[config.mk]
export PLATFORM = sky130hd
export DESIGN_NAME = evt_pair_counter
export DESIGN_NICKNAME = d
export VERILOG_FILES = /design/src/rtl/evt_pair_pkg.sv /design/src/rtl/evt_pair_step.sv /design/src/rtl/evt_pair_cnt.sv /design/src/rtl/evt_pair_counter.sv
export SDC_FILE = /design/constraint.sdc
export NUM_CORES = 1
export LEC_CHECK = 0
export BUFFER_PORTS_ARGS = -buffer_cell sky130_fd_sc_hd__buf_2
export CORE_MARGIN = 1.5
export CORE_UTILIZATION = 25
export DETAILED_ROUTE_END_ITERATION = 10
export GPL_TIMING_DRIVEN = 0
export PLACE_DENSITY = 0.46
export SKIP_CTS_REPAIR_TIMING = 1
export SLEW_MARGIN = 20
export SYNTH_ARGS = -nofsm -noshare
export SYNTH_HDL_FRONTEND = slang
export SYNTH_SLANG_ARGS = --single-unit
[constraint.sdc]
create_clock -name clk -period 4.69 [get_ports clk]
set_clock_uncertainty 0.2 [all_clocks]
set_input_delay 0.469 -clock clk [delete_from_list [all_inputs] [get_ports clk]]
set_output_delay 0.469 -clock clk [all_outputs]
set_load 0.02 [all_outputs]
[src/rtl/evt_pair_pkg.sv]
package evt_pair_pkg;
  localparam int EVT_W = 8;
  localparam logic [EVT_W-1:0] EVT_SWINC = 8'h00;
  localparam logic [EVT_W-1:0] EVT_TICK  = 8'h11;
  localparam logic [EVT_W-1:0] EVT_CHAIN = 8'h1E;

  typedef enum logic [2:0] {
    A_CNT0  = 3'd0,
    A_CNT1  = 3'd1,
    A_TYPE0 = 3'd2,
    A_TYPE1 = 3'd3,
    A_ENSET = 3'd4,
    A_ENCLR = 3'd5,
    A_OVF   = 3'd6,
    A_SWINC = 3'd7
  } reg_addr_e;

  // One event hit for a counter from its type and the two direct sources.
  function automatic logic evt_hit(input logic [EVT_W-1:0] typ,
                                   input logic tk, input logic sw);
    return ((typ == EVT_TICK) && tk) || ((typ == EVT_SWINC) && sw);
  endfunction
endpackage

[src/rtl/evt_pair_step.sv]
module evt_pair_step
  import evt_pair_pkg::*;
#(
  parameter int NCTR = 2
) (
  input  logic [EVT_W-1:0] typ [NCTR],
  input  logic [NCTR-1:0]  en_mask,
  input  logic             global_en,
  input  logic             tick,
  input  logic [NCTR-1:0]  sw_mask,
  input  logic             carry0,
  output logic [NCTR-1:0]  step,
  output logic             chained
);
  assign chained = (typ[1] == EVT_CHAIN);

  always_comb begin
    step[0] = en_mask[0] && global_en && evt_hit(typ[0], tick, sw_mask[0]);
    if (chained)
      step[1] = en_mask[1] && global_en && carry0;
    else
      step[1] = en_mask[1] && global_en && evt_hit(typ[1], tick, sw_mask[1]);
  end
endmodule

[src/rtl/evt_pair_cnt.sv]
module evt_pair_cnt #(
  parameter int CNT_W = 32
) (
  input  logic             clk,
  input  logic             rst_n,
  input  logic             load,
  input  logic [CNT_W-1:0] load_val,
  input  logic             step,
  output logic [CNT_W-1:0] value,
  output logic             wrap
);
  // Sum with carry out; carry marks the roll from all ones to zero.
  function automatic logic [CNT_W:0] bump(input logic [CNT_W-1:0] v, input logic s);
    return {1'b0, v} + {{CNT_W{1'b0}}, s};
  endfunction

  logic [CNT_W:0] sum;
  assign sum  = bump(value, step);
  assign wrap = !load && sum[CNT_W];

  always_ff @(posedge clk) begin
    if (!rst_n)    value <= '0;
    else if (load) value <= load_val;
    else           value <= sum[CNT_W-1:0];
  end
endmodule

[src/rtl/evt_pair_counter.sv]
module evt_pair_counter
  import evt_pair_pkg::*;
#(
  parameter int CNT_W = 32,
  parameter int AW    = 3
) (
  input  logic             clk,
  input  logic             rst_n,
  input  logic             global_en,
  input  logic             tick,
  input  logic             wr_en,
  input  logic [AW-1:0]    wr_addr,
  input  logic [CNT_W-1:0] wr_data,
  input  logic [AW-1:0]    rd_addr,
  output logic [CNT_W-1:0] rd_data
);
  localparam int NCTR = 2;

  logic [EVT_W-1:0] typ_q [NCTR];
  logic [NCTR-1:0]  en_q, ovf_q, sw_mask, step, wrap, load;
  logic [CNT_W-1:0] cnt [NCTR];
  logic             chained;
  logic             wr_ovf;
  logic [CNT_W-1:0] cnt0_w, cnt1_w;

  assign sw_mask = (wr_en && wr_addr == AW'(A_SWINC)) ? wr_data[NCTR-1:0] : '0;
  assign wr_ovf  = wr_en && wr_addr == AW'(A_OVF);

  evt_pair_step #(.NCTR(NCTR)) i_step (
    .typ(typ_q), .en_mask(en_q), .global_en(global_en), .tick(tick),
    .sw_mask(sw_mask), .carry0(wrap[0]), .step(step), .chained(chained)
  );

  for (genvar i = 0; i < NCTR; i++) begin : g_cnt
    assign load[i] = wr_en && wr_addr == AW'(i);
    evt_pair_cnt #(.CNT_W(CNT_W)) i_cnt (
      .clk(clk), .rst_n(rst_n), .load(load[i]), .load_val(wr_data),
      .step(step[i]), .value(cnt[i]), .wrap(wrap[i])
    );
    always_ff @(posedge clk) begin
      if (!rst_n) typ_q[i] <= '0;
      else if (wr_en && wr_addr == AW'(A_TYPE0 + i)) typ_q[i] <= wr_data[EVT_W-1:0];
    end
  end

  assign cnt0_w = cnt[0];
  assign cnt1_w = cnt[1];

  always_ff @(posedge clk) begin
    if (!rst_n) begin
      en_q  <= '0;
      ovf_q <= '0;
    end else begin
      if (wr_en && wr_addr == AW'(A_ENSET)) en_q <= en_q | wr_data[NCTR-1:0];
      else if (wr_en && wr_addr == AW'(A_ENCLR)) en_q <= en_q & ~wr_data[NCTR-1:0];
      // A new wrap wins over a clear written in the same cycle.
      ovf_q <= (ovf_q & ~(wr_ovf ? wr_data[NCTR-1:0] : '0))
             | {wrap[1], wrap[0] && !chained};
    end
  end

  always_comb begin
    rd_data = '0;
    case (rd_addr)
      AW'(A_CNT0):  rd_data = cnt[0];
      AW'(A_CNT1):  rd_data = cnt[1];
      AW'(A_TYPE0): rd_data = CNT_W'(typ_q[0]);
      AW'(A_TYPE1): rd_data = CNT_W'(typ_q[1]);
      AW'(A_ENSET),
      AW'(A_ENCLR): rd_data = CNT_W'(en_q);
      AW'(A_OVF):   rd_data = CNT_W'(ovf_q);
      default:      rd_data = '0;
    endcase
  end
endmodule

==> reports/results.ini <==
[clocking]
cts.sinks = 84
cts_tree = built
h-tree-depth = 3
cts-root-buf = clkbuf_16
cts_buffers = 9
clk_pin_slew_ns = 0.06
clk_latency_ns = 0.36
clock_path_buffers = 2

[route]
wl_mm = 16.7
dr_total_vias = 4696
drc = 0
drt_iter0_markers = 262
wl_per_cell_um = 18.4
drtAntennaViolNets = 0
drt_first_pass_iters = 5
viasPerCell = 5.19

[synth]
yosys_warnings = 0
yosys.area_share.simple = 0.250
ys_async_sr_fraction = 0
syn-num-nets = 631
yosysSeqAreaShare = 0.353
yosys.area_share.adder = 0.0105
avgSynthCellArea_um2 = 8.16
synth_xor_area_frac = 0.108
netlist_area_um2 = 4760
synth_cells = 584
synth_compound_area_frac = 0.199
synth_top_family_by_area = simple AND/OR/NAND/NOR gates
synth-edff-count = 0
ys_ff_latch = 84
synth.area.mux_share = 0.0420
synth_ff_type = dfxtp_1
ys_types = 38

[run_status]
status = finished clean

[critical_path]
crit_end = ovf_q[1]
path_max_fanout = 6
cp.arrival_ns = 4.42
cp-end-kind = flop
r2r-start = typ_q[15]
worstSetupStartpointType = flop
worstPathRequired_ns = 4.77
reg2reg_depth = 17
regToRegEndpoint = ovf_q[1]
cp-startpoint = typ_q[15]
reg2reg_slack_ns = 0.35
path_class = flop to flop

[die]
initial_core_util = 0.255
die_y_um = 141
rows = 50
die_area_um2 = 19900
fp.dieW_um = 141
num_io_pins = 75
core-area_um2 = 18700

[pwr]
switchingPower_uw = 427
swShare = 0.246
peakVddDrop_mv = 0.169
intPower_uw = 1310
pwr-share-comb = 0.084
power_frac_clock = 0.476
p_leak_uw = 0.00197
power_frac_seq = 0.440
power_density_nw_per_um2 = 303

[sta]
drv_slew = 0
finalHoldWorstSlack_ns = 0.190
fmax_ghz = 0.230
finalSetupViolations = 0
relSlewSlack = 0.231
worst_pin_slew_ns = 1.15
final.min_clock_period_ns = 4.34
rsz0062_at_grt = yes
worst_slack_ns = 0.351
finalCritPeriodShare = 0.925
finalHoldViolCount = 0

[place]
io_buffers = 72
hpwlAfterDp_mm = 12.7
dp_slack_ns = -0.387
routabilityCongestion = 0.817
place_area_um2 = 5420

[run]
cap_viol_max_count = 0

[global_routing]
grt_max_degree = 14
grt_overflow_total = 0
grt_util_all_layers = 0.170
antenna_found_initial = 0
grt_pass1_vias = 4521
grt_pass1_wl_mm = 25.5

[hold_path]
hold_path.startpoint = wr_data[29]
hold_class = input pin to flop
whs_path_depth = 3

[final_layout]
design_area_um2 = 5740
syn_to_final_growth_pct = 20.6
diodes = 0
nets = 712
drive_gt1_frac = 0.161

-- layout by cell type (no fill, tap or decap), drive strengths merged, types with 7 or more instances in the layout --
cell	netlist	layout
dfxtp	84	84
buf	5	77
a21oi	69	69
nand2	60	60
o21ai	49	49
clkbuf	33	42
xnor2	38	38
nor2	35	35
nand3	28	28
a22o	24	24
nand4	22	22
xor2	21	21
a211oi	16	16
nor4	16	16
nor3	13	13
and3	13	13
nor2b	10	10
and4	9	9
mux4	8	8
inv	7	7
-- state kept, by name, summed over array words and instances (netlist names), named ones only --
signal and cells:
g_cnt.i_cnt.value 64, ovf_q 2, typ_q 16
-- per-layer routing --
metal  global-route usage  part of all wire
met4               0.0455             0.015
met3               0.0411             0.060
met2                0.270              0.45
met1                0.229              0.47
met5                    0                 0
-- metrics by stage --
stage	instances	total power [uW]	setup TNS (ns)	util
2_1_floorplan	584	858	0	-
3_3_place_gp	890	923	-3.53	0.290
3_5_place_dp	890	926	-3.86	0.290
4_1_cts	906	1760	-0.0408	0.307
5_1_grt	904	1800	-0.0676	0.307
6_report	904	1740	0	0.307
-- layout make-up --
class | count | area (um^2)
clock inverters | 5 | 100
fillers | 2017 | 13000
flip-flops and latches | 84 | 1680
well taps | 234 | 293
repair buffers | 72 | 360
clock buffers | 11 | 233
inverters | 7 | 26.3
plain buffers | 36 | 146
multi-input cells | 455 | 2900
-- how the worst min path moves through the flow --
stage	to	slack [ns]
after floorplan	typ_q[6]	0.24
after global placement	typ_q[7]	0.26
after detailed placement	typ_q[7]	0.27
after CTS	g_cnt[0].i_cnt.value[29]	0.18
after global routing	g_cnt[0].i_cnt.value[29]	0.20
final	g_cnt[0].i_cnt.value[29]	0.19
-- cells by family after synthesis --
kind of cell | Yosys count
muxes | 10
DFF | 84
AOI/OAI and AO/OA | 161
buffers and inverters | 45
adders and majority gates | 4
xor gates and xnor gates | 59
and+or+nand+nor | 221
-- synthesized netlist by cell type, types with 8 or more instances --
library cell | instances | area share
mux4_2 | 8 | 0.038
a22o_1 | 24 | 0.044
nand3_1 | 27 | 0.028
nor3_1 | 12 | 0.013
nor4_1 | 13 | 0.017
nor2_1 | 35 | 0.028
o21ai_0 | 49 | 0.051
xor2_1 | 21 | 0.039
nor2b_1 | 10 | 0.013
and3_1 | 13 | 0.017
and4_1 | 9 | 0.017
clkbuf_1 | 33 | 0.026
nand2_1 | 60 | 0.047
a21oi_1 | 69 | 0.072
dfxtp_1 | 84 | 0.35
a211oi_1 | 16 | 0.025
nand4_1 | 20 | 0.026
xnor2_1 | 38 | 0.070
-- power by group through the flow --
| stage | sequential (uW) | combinational (uW) | clock, uW |
|---|---|---|---|
| 3_5_place_dp | 780 | 146 | 0 |
| 2_1_floorplan | 771 | 87.2 | 0 |
| 3_3_place_gp | 779 | 145 | 0 |
| 4_1_cts | 763 | 147 | 847 |
| 6_report | 764 | 147 | 827 |
| 5_1_grt | 767 | 161 | 871 |
-- worst max-delay path, stage by stage, from the launching register on --
cell and delay, ns:
dfxtp_1 0.34, nor4b_1 0.37, nand2_1 0.13, nor2_1 0.17
ha_1 0.23, ha_1 0.22, and3_2 0.33, nand4_1 0.11
nor3_1 0.22, nand3_1 0.14, a21oi_1 0.15, ha_1 0.23
ha_1 0.24, and3_1 0.26, nand3_1 0.24, nor2_1 0.27
nand4_1 0.21, a21oi_1 0.19
Note: power is estimated with default switching activity, not from simulation.
